--- src/rtl/ldst_pkg.sv ---
package ldst_pkg;

  typedef enum logic [1:0] {
    SZ_BYTE = 2'd0,
    SZ_HALF = 2'd1,
    SZ_WORD = 2'd2
  } acc_size_e;

  typedef struct packed {
    logic      legal;
    logic      sext;
    acc_size_e size;
  } acc_ctl_t;

  localparam int unsigned CTRL_W = 8;

  localparam logic [CTRL_W-1:0] CC_WORD  = 8'h00;
  localparam logic [CTRL_W-1:0] CC_UBYTE = 8'h01;
  localparam logic [CTRL_W-1:0] CC_SBYTE = 8'h11;
  localparam logic [CTRL_W-1:0] CC_UHALF = 8'h02;
  localparam logic [CTRL_W-1:0] CC_SHALF = 8'h12;

endpackage

--- src/rtl/ldst_decode.sv ---
module ldst_decode
  import ldst_pkg::*;
(
  input  logic [CTRL_W-1:0] ctrl,
  output acc_ctl_t          ctl
);

  always_comb begin
    ctl = '{legal: 1'b0, sext: 1'b0, size: SZ_WORD};
    unique case (ctrl)
      CC_WORD:  ctl = '{legal: 1'b1, sext: 1'b0, size: SZ_WORD};
      CC_UBYTE: ctl = '{legal: 1'b1, sext: 1'b0, size: SZ_BYTE};
      CC_SBYTE: ctl = '{legal: 1'b1, sext: 1'b1, size: SZ_BYTE};
      CC_UHALF: ctl = '{legal: 1'b1, sext: 1'b0, size: SZ_HALF};
      CC_SHALF: ctl = '{legal: 1'b1, sext: 1'b1, size: SZ_HALF};
      default:  ctl = '{legal: 1'b0, sext: 1'b0, size: SZ_WORD};
    endcase
  end

endmodule

--- src/rtl/ldst_load_align.sv ---
module ldst_load_align
  import ldst_pkg::*;
#(
  parameter int unsigned DATA_W = 32,
  localparam int unsigned LANES  = DATA_W / 8,
  localparam int unsigned HALVES = LANES / 2,
  localparam int unsigned LANE_W = $clog2(LANES)
) (
  input  logic [DATA_W-1:0] rdata,
  input  logic [LANE_W-1:0] lane,
  input  acc_size_e         size,
  input  logic              sext,
  output logic [DATA_W-1:0] val
);

  logic [7:0]  bytes_be [LANES];
  logic [15:0] halves_be[HALVES];
  logic [7:0]  byte_sel;
  logic [15:0] half_sel;

  // Big-endian lane order: lane 0 is the most significant byte.
  for (genvar i = 0; i < LANES; i++) begin : g_byte
    assign bytes_be[i] = rdata[DATA_W-1-8*i -: 8];
  end
  for (genvar h = 0; h < HALVES; h++) begin : g_half
    assign halves_be[h] = rdata[DATA_W-1-16*h -: 16];
  end

  assign byte_sel = bytes_be[lane];
  assign half_sel = halves_be[lane[LANE_W-1:1]];

  always_comb begin
    unique case (size)
      SZ_BYTE: val = {{(DATA_W-8){sext & byte_sel[7]}}, byte_sel};
      SZ_HALF: val = {{(DATA_W-16){sext & half_sel[15]}}, half_sel};
      default: val = rdata;
    endcase
  end

endmodule

--- src/rtl/ldst_store_align.sv ---
module ldst_store_align
  import ldst_pkg::*;
#(
  parameter int unsigned DATA_W = 32,
  localparam int unsigned LANES  = DATA_W / 8,
  localparam int unsigned HALVES = LANES / 2,
  localparam int unsigned LANE_W = $clog2(LANES)
) (
  input  logic [DATA_W-1:0] wdata_in,
  input  logic [LANE_W-1:0] lane,
  input  acc_size_e         size,
  input  logic              enable,
  output logic [DATA_W-1:0] wdata,
  output logic [LANES-1:0]  strb
);

  always_comb begin
    unique case (size)
      SZ_BYTE: wdata = {LANES{wdata_in[7:0]}};
      SZ_HALF: wdata = {HALVES{wdata_in[15:0]}};
      default: wdata = wdata_in;
    endcase
  end

  // Lane i (big-endian) drives strobe bit LANES-1-i.
  for (genvar i = 0; i < LANES; i++) begin : g_strb
    logic hit;
    always_comb begin
      unique case (size)
        SZ_BYTE: hit = (lane == LANE_W'(i));
        SZ_HALF: hit = (lane[LANE_W-1:1] == (LANE_W-1)'(i / 2));
        default: hit = 1'b1;
      endcase
    end
    assign strb[LANES-1-i] = enable & hit;
  end

endmodule

--- src/rtl/ldst_shaper.sv ---
module ldst_shaper
  import ldst_pkg::*;
#(
  parameter int unsigned DATA_W = 32,
  parameter int unsigned ADDR_W = 32,
  parameter int unsigned IMM_W  = 8,
  localparam int unsigned LANES  = DATA_W / 8,
  localparam int unsigned LANE_W = $clog2(LANES)
) (
  input  logic              clk,
  input  logic              rst_n,
  input  logic              req_valid,
  input  logic              req_is_store,
  input  logic [CTRL_W-1:0] ctrl,
  input  logic              use_imm,
  input  logic [ADDR_W-1:0] reg_addr,
  input  logic [IMM_W-1:0]  imm_addr,
  input  logic [DATA_W-1:0] load_rdata,
  input  logic [DATA_W-1:0] store_wdata,
  output logic [ADDR_W-1:0] mem_addr,
  output logic [DATA_W-1:0] load_val,
  output logic              load_we,
  output logic [DATA_W-1:0] store_data,
  output logic [LANES-1:0]  store_strb,
  output logic              trap_q
);

  acc_ctl_t          ctl;
  logic [LANE_W-1:0] lane;
  logic              st_en;
  logic              trap_nxt;
  logic              trap_en;

  ldst_decode u_decode (
    .ctrl (ctrl),
    .ctl  (ctl)
  );

  assign mem_addr = use_imm ? {{(ADDR_W-IMM_W){1'b0}}, imm_addr} : reg_addr;
  assign lane     = mem_addr[LANE_W-1:0];

  ldst_load_align #(.DATA_W(DATA_W)) u_load (
    .rdata (load_rdata),
    .lane  (lane),
    .size  (ctl.size),
    .sext  (ctl.sext),
    .val   (load_val)
  );

  assign load_we = req_valid & ~req_is_store & ctl.legal;
  assign st_en   = req_valid &  req_is_store & ctl.legal;

  ldst_store_align #(.DATA_W(DATA_W)) u_store (
    .wdata_in (store_wdata),
    .lane     (lane),
    .size     (ctl.size),
    .enable   (st_en),
    .wdata    (store_data),
    .strb     (store_strb)
  );

  // Trap flag: next-state and register kept apart.
  always_comb begin
    trap_nxt = req_valid & ~ctl.legal;
    trap_en  = req_valid | trap_q;
  end

  always_ff @(posedge clk or negedge rst_n) begin
    if (!rst_n) begin
      trap_q <= 1'b0;
    end else if (trap_en) begin
      trap_q <= trap_nxt;
    end
  end

endmodule

--- config.mk ---
export PLATFORM = sky130hd
export DESIGN_NAME = ldst_shaper
export DESIGN_NICKNAME = d
export VERILOG_FILES = /design/src/rtl/ldst_pkg.sv /design/src/rtl/ldst_decode.sv /design/src/rtl/ldst_load_align.sv /design/src/rtl/ldst_store_align.sv /design/src/rtl/ldst_shaper.sv
export SDC_FILE = /design/constraint.sdc
export NUM_CORES = 1
export LEC_CHECK = 0
export ABC_AREA = 1
export ABC_CLOCK_PERIOD_IN_PS = 2750
export BUFFER_PORTS_ARGS = -buffer_cell sky130_fd_sc_hd__buf_2
export CAP_MARGIN = 20
export CORE_AREA = 5 5 82 84
export DETAILED_ROUTE_END_ITERATION = 16
export DIE_AREA = 0 0 87 89
export PLACE_DENSITY = 0.78
export SLEW_MARGIN = 20
export SYNTH_ARGS = -nofsm -noshare
export SYNTH_HDL_FRONTEND = slang
export SYNTH_HIERARCHICAL = 1
export SYNTH_SLANG_ARGS = --single-unit
--- constraint.sdc ---
create_clock -name clk -period 2.75 [get_ports clk]
set_input_delay 0.55 -clock clk [delete_from_list [all_inputs] [get_ports clk]]
set_output_delay 0.55 -clock clk [all_outputs]
set_load 0.005 [all_outputs]
-- Yosys cells after proc, flatten, opt, wreduce, memory -nomap -nowiden
Cells that the tools add are included.
- flip-flop bits (word level): 1
- latch bits: 0
- RAM bits: 0
- memory bits (read-only): 0
- input bits: 117
- word-level logic and storage cells: 45
- memories kept: 0
- add/subtract/negate cells: 0
- multipliers: 0
- div/mod/pow operators: 0
- magnitude comparators: 2
- eq/ne operators: 8
- shifts and indexed selects: 0
- muxes and demuxes: 14
- bitwise logic cells: 17
- reductions and logical operators: 3
- operators with widths (operator ; number):
    $pmux 32 s2 ; 2
    $mux 16 ; 3
    $mux 32 ; 1
    $pmux 4 s5 ; 1
    $bmux 8 s2 ; 1
    $eq 8x5->1 const B ; 2
    $mux 8 ; 2
    $and 1x1->1 ; 11
    $eq 8x1->1 const B ; 1
    $eq 8x2->1 const B ; 1
    $logic_not 8->1 ; 1
    $pmux 1 s2 ; 4
    $eq 2x1->1 const B ; 2
    $eq 2x2->1 const B ; 2
    $logic_not 2->1 ; 2
    $ge 3x3->1 const B ; 1
    $not 1->1 ; 3
    $not 2->3 ; 1
    $ge 2x2->1 const B ; 1
    $not 1->2 ; 1
    $or 1x1->1 ; 1

-- Depth between registers and ports, before layout
Gate-level depths: netlist (run 1).
- depth after elaboration: 7
- mapped depth: 13

-- Cells and area by module
The synthesis (run 1) kept the hierarchy.
- modules (own cells, without submodules) (module ; instances ; cells an instance ; area each (µm²)):
    ldst_load_align ; 1 ; 152 ; 840.8
    ldst_store_align ; 1 ; 100 ; 511.7
    ldst_shaper ; 1 ; 84 ; 366.6
    ldst_decode ; 1 ; 26 ; 132.6

-- Least setup slack after synthesis (run 1)
Ideal clock, no wire load.
- path kind: input to output
- start: in use_imm
- end: out load_val[10]
- arrival time: 1.678 ns
- required time: 2.200 ns
- path slack: 0.522 ns
- stages on the path: 13
- buffers on the path: 3
- cells stage by stage: buf_6 -> inv_2 -> nand2_1 -> nand2_1 -> buf_4 -> inv_4 -> nand2_2 -> nand2_2 -> nand2_2 -> nand2_2 -> nand2_4 -> buf_6 -> nand3_2
- word-level cells in the longest chain between the ends: 7
- elaborated cells between the ends (all ways): 11
- RTL lines (element ; RTL line ; text):
    start, declared ; ldst_shaper.sv:15 ; input logic use_imm,
    $mux 32 * ; ldst_shaper.sv:39 ; assign mem_addr = use_imm ? {{(ADDR_W-IMM_W){1'b0}}, imm_addr} : reg_addr;
    net mem_addr[1] ; ldst_shaper.sv:20 ; output logic [ADDR_W-1:0] mem_addr,
    $not 2->3 (not written as such) ; ldst_load_align.sv:29 ; assign byte_sel = bytes_be[lane];
    $bmux 8 s2 ; ldst_load_align.sv:29 ;
    $mux 8 (not written as such) (2 in series) ; ldst_load_align.sv:29 ;
    $and 1x1->1 ; ldst_load_align.sv:34 ; SZ_BYTE: val = {{(DATA_W-8){sext & byte_sel[7]}}, byte_sel};
    $pmux 32 s2 * ; ldst_load_align.sv:33 ; unique case (size)
    end, declared ; ldst_shaper.sv:21 ; output logic [DATA_W-1:0] load_val,
Mark *: on every way through the listed nets, which the timed path passes. The rest lies on a longest branch. The select of a mux whose other input is x is not followed.

==> summary.md, run 1 <==
| Metric | Value |
|---|---|
| Period minus WS final | 2.59 ns |
| Setup_tns | 0 ns |
| Worst stage delay on the critical path | 0.21 ns |
| Drt pass-1 iters | 5 |
| Tot GR Track Use | 19.2% |
| Detailed-route via count | 2877 |
| IO Pins | 219 |
| Non-Filler Instances | 635 |
| Starting DRT DRC Count | 97 |
| Die ar. | 0.00774 mm^2 |
| Yosys cell types | 23 |
| Worst path slowest cell | buf_12 |
| Wirelength per Cell | 12.5 um |
| Register area share after synthesis | 1.35% |
| Nets | 679 |
| Biggest register | trap_q |
| Area leader, netlist | nand2_1 |
| Synth Instances | 362 |
| Crit path max-delay family | simple AND/OR/NAND/NOR gates |
| FF+latch count, synth | 1 |
| Largest net degree at the start of global routing | 33 |
| Critical Path AT | 2.04 ns |
| Power per cell area | 128 mW/mm^2 |
| VDD IR max | 96.9 uV |
| Share of power burned in the clock network | 0% |
| Cell Area, Synth | 0.00185 mm^2 |
| Worst-path fanout max | 29 |
| Critical path buffer and inverter count | 3 |
| Setup crit start | ctrl[3] |
| Initial antenna violation count | 0 |
| Comb pwr share | 95.7% |
| Final period util | 94.1% |
| CP Launch Type | input port |
| Chip height | 89 um |
| CP Data Required Time | 2.20 ns |
| Worst min-delay path class | in2async |
| Largest cells by area after synthesis | nand2_1 (34%), nand3_2 (14%), inv_1 (8.1%) |
| RSZ-0062 raised after global routing | no |
| FILL cells | 620 |
| Worst slew pin tran | 0.399 ns |
| Pleak | 2.05 nW |
| CP endpoint kind | primary output |
| Core footprint | 0.00585 mm^2 |
| Sw Pwr | 181 uW |
| Multi-input gate area | 0.00142 mm^2 |
| Clock-pin slew on the worst setup and hold paths | 0 ns |
| Grt ovf | 0 |
| Internal Power | 190 uW |
| Final setup fails | 0 |
| Die X | 87 um |
| Post-route ant nets | 0 |
| Ys Warns | 6 |
| Placer Congestion | 0.870 |
| Vias/cell | 4.53 |
| CP Class | in2out |
| Commonest cells after routing, fill and taps aside | buf_2 (218), nand2_1 (165), inv_1 (40) |
| Placed Cells | 635 |
| Syn Area/Cell | 5.12 um^2 |
| Reg power frac | 4.3% |
| FP Rows | 28 |
| Most common cell after layout, fill and taps aside | buf_2 |
| Final total power | 371 uW |
| Number of global-route vias before repair | 2749 |
| DP HPWL | 6900 um |
| Final Max Tran Viols | 0 |
| Fmax | 0.386 GHz |
| Post-synth top area share | 33.6% |
| Share of cells above drive strength 1 | 49.1% |
| Register Area | 25.0 um^2 |
| Outcome | finished clean |
| Sw frac | 48.8% |
| DRC viols | 0 |
| Max-cap violations | 0 |
| Initial Utilization | 31.7% |
| Biggest regs | trap_q: 1 flops |
| # diodes | 0 |
| Area grow syn2layout | 56.5% |
| Syn nets | 479 |
| Port bufs | 218 |
| Ordered cell list for the critical path | buf_2 > nor2_4 > nand2_1 > nor2_2 > nand2_2 > buf_12 > nand2_2 > nand2_1 > nor2_1 > nand2_1 > nor2_1 > buf_2 |
| Cell mode on critical path | nand2_1 |
| Cts hold-fix bufs | 0 |
| Max reg flops | 1 |
| Total wire length | 7940 um |
| Endpoints failing hold | 0 |
| Global-route wire length before repair | 12700 um |
| Slew margin rel. | 73.3% |
[logic make-up (layout without fill, tap and decap cells)]
logic type	count (synthesis)	in the layout	synth area share, %
AOI/OAI and AO/OA	23	23	7.16
buffers and inverters	74	272	22.4
and+or+nand+nor	264	264	69.1
DFF	1	1	1.35
[power by group through the flow]
| stage | clock (mW) | combinational (mW) | sequential, mW |
|---|---|---|---|
| 2_1_floorplan | 0 | 0.172 | 0.0162 |
| 6_report | 0 | 0.355 | 0.0160 |
| 3_3_place_gp | 0 | 0.348 | 0.0160 |
| 3_5_place_dp | 0 | 0.355 | 0.0160 |
| 5_1_grt | 0 | 0.401 | 0.0161 |
| 4_1_cts | 0 | 0.357 | 0.0160 |
[Yosys cell counts (all sizes together)]
cell type / n
o21ai: 9
o211ai: 7
clkbuf: 3
dfrtp: 1
nor2: 46
a21oi: 7
inv: 46
and2: 1
nand2: 174
buf: 25
nand4: 2
nand3: 41
[layout make-up]
cell class / instances / area share [%]
timing repair buffer: 226 / 40.6
inverter: 46 / 6.22
sequential: 1 / 0.864
multi-input combinational: 287 / 49.1
tap: 75 / 3.24
[how the worst max path moves through the flow]
stage                     to  slack [ns]  depth (start not counted)
3_5_place_dp    load_val[18]        0.03                         12
3_3_place_gp    load_val[18]        0.11                         12
6_report       store_strb[3]        0.16                         12
2_1_floorplan   load_val[10]        0.52                         13
4_1_cts         load_val[18]        0.02                         12
5_1_grt        store_strb[3]        0.01                         12
[timing repair]
action	4_1_cts	5_1_grt
setup buffers	0	0
resized for setup	0	2
setup endpoints to repair	0	24
[stage by stage]
| stage | utilization [%] | hold slack (ns) | area (um^2) | setup WS [ns] |
|---|---|---|---|---|
| floorplan | - | 0.254 | 1850 | 0.522 |
| global placement | 49.3 | 0.335 | 2890 | 0.113 |
| detailed placement | 49.3 | 0.335 | 2890 | 0.0253 |
| CTS | 49.3 | 0.336 | 2890 | 0.0224 |
| global route | 49.5 | 0.337 | 2900 | 0.0135 |
| finish | 49.5 | 0.334 | 2900 | 0.161 |
[routing by layer]
| layer | share of wire (%) | routed length (um) | global-route usage, % | vias to the layer above |
|---|---|---|---|---|
| met4 | 0.88 | 70 | 1.56 | 0 |
| li1 | - | - | - | 1492 |
| met5 | 0 | 0 | 0 | - |
| met1 | 40 | 3150 | 24.3 | 1240 |
| met2 | 50 | 3950 | 36.5 | 139 |
| met3 | 9.8 | 777 | 1.94 | 6 |
Power figures use the tool's default switching activity.
==> run 2, diff against run 1 <==
MAX_ROUTING_LAYER = met4   (was not set)
==> summary.md, run 2 (same netlist as run 1, synthesis figures left out) <==
| Metric | Value |
|---|---|
| Outcome | finished clean |
| Max-cap violations | 0 |
| Placer Congestion | 0.884 |
| Final total power | 371 uW |
| Multi-input gate area | 0.00142 mm^2 |
| Fin util | 49.5% |
| Die X | 87 um |
| FP Rows | 28 |
| Non-Filler Instances | 635 |
| Chip height | 89 um |
| Fmax | 0.386 GHz |
| Starting DRT DRC Count | 90 |
| Worst-path fanout max | 29 |
| DP HPWL | 6900 um |
| Pleak | 2.05 nW |
| VDD IR max | 96.9 uV |
| Clock-pin slew on the worst setup and hold paths | 0 ns |
| Slew margin rel. | 73.2% |
| Area grow syn2layout | 56.5% |
| RSZ-0062 raised after global routing | no |
| Period minus WS final | 2.59 ns |
| Global-route wire length before repair | 12700 um |
| FILL cells | 620 |
| Post-route ant nets | 0 |
| Initial Utilization | 31.7% |
| Biggest regs | trap_q: 1 flops |
| Placed cell areas | 0.00289 mm^2 |
| # diodes | 0 |
| Wirelength per Cell | 12.5 um |
| Final setup fails | 0 |
| Drt pass-1 iters | 4 |
| IO Pins | 219 |
| Grt ovf | 0 |
| Setup bufs post-CTS | 0 |
| CP Data Required Time | 2.20 ns |
| Final period util | 94.1% |
| DRC viols | 0 |
| Final Max Tran Viols | 0 |
| Design area | 0.00290 mm^2 |
| Initial antenna violation count | 0 |
| Core footprint | 0.00585 mm^2 |
| Total wire length | 7950 um |
| Number of global-route vias before repair | 2745 |
| Biggest register | trap_q |
| Dpl ws | 0.0253 ns |
| CP Launch Type | input port |
| Critical Path AT | 2.04 ns |
| Detailed-route via count | 2890 |
| Power per cell area | 128 mW/mm^2 |
| Share of cells above drive strength 1 | 49.1% |
| CP Class | in2out |
| Worst slew pin tran | 0.401 ns |
| Vias/cell | 4.55 |
| Most common cell after layout, fill and taps aside | buf_2 |
| Placed Cells | 635 |
| Register Area | 25.0 um^2 |
| Fin Hold WS | 0.334 ns |
| Die ar. | 0.00774 mm^2 |
| Setup_tns | 0 ns |
| CP endpoint kind | primary output |
| Largest net degree at the start of global routing | 33 |
| Commonest cells after routing, fill and taps aside | buf_2 (218), nand2_1 (165), inv_1 (40) |
| Max reg flops | 1 |
| Nets | 679 |
| Endpoints failing hold | 0 |
| Worst min-delay path class | in2async |
| Min setup slack post-route | 0.161 ns |
| Port bufs | 218 |
| Tot GR Track Use | 19.9% |
==> run 2: cell counts in the layout (fill, tap and decap cells not counted) <==
No cell type changed its count.
==> run 2: power by group <==
group	total (mW)	leakage, nW	internal (mW)	switching, mW
Combinational	0.354	2.04	0.174	0.180
Sequential	0.0160	0.0117	0.0158	0.000223
Clock	0	0	0	0
==> run 2: layout make-up <==
class	count	area share, %
Multi-Input combinational cell	287	49.1
Timing Repair Buffer	226	40.6
Inverter	46	6.22
Tap cell	75	3.24
Sequential cell	1	0.864
==> run 2: worst max-delay path, stage by stage <==
cell and delay (ns):
buf_2 0.11, nor2_4 0.11, nand2_1 0.07, nor2_2 0.10, nand2_2 0.15, buf_12 0.21, nand2_2 0.07, nand2_1 0.07
nor2_1 0.17, nand2_1 0.10, nor2_1 0.18, buf_2 0.15
==> run 2: worst paths after layout <==
kind                           start            end  slack (ns)  depth (start not counted)
setup / recovery             ctrl[3]  store_strb[3]        0.16                         12
hold / removal                 rst_n         trap_q        0.33                          1
max in group asynchronous      rst_n         trap_q        2.32                          1
min in group clk           req_valid         trap_q        0.79                          3
==> run 2: what timing repair did <==
action                                  CTS  global route
endpoints found under the setup margin    0            24
hold buffers                              0             0
gates resized for setup                   0             2
==> run 2: per-layer routing <==
metal / GRT usage, % / wire [um] / vias up
met5: - / 0 / -
met4: 1.56 / 73 / 0
met3: 1.57 / 776 / 6
met2: 36.4 / 3950 / 135
met1: 24.6 / 3150 / 1259
li1: - / - / 1490
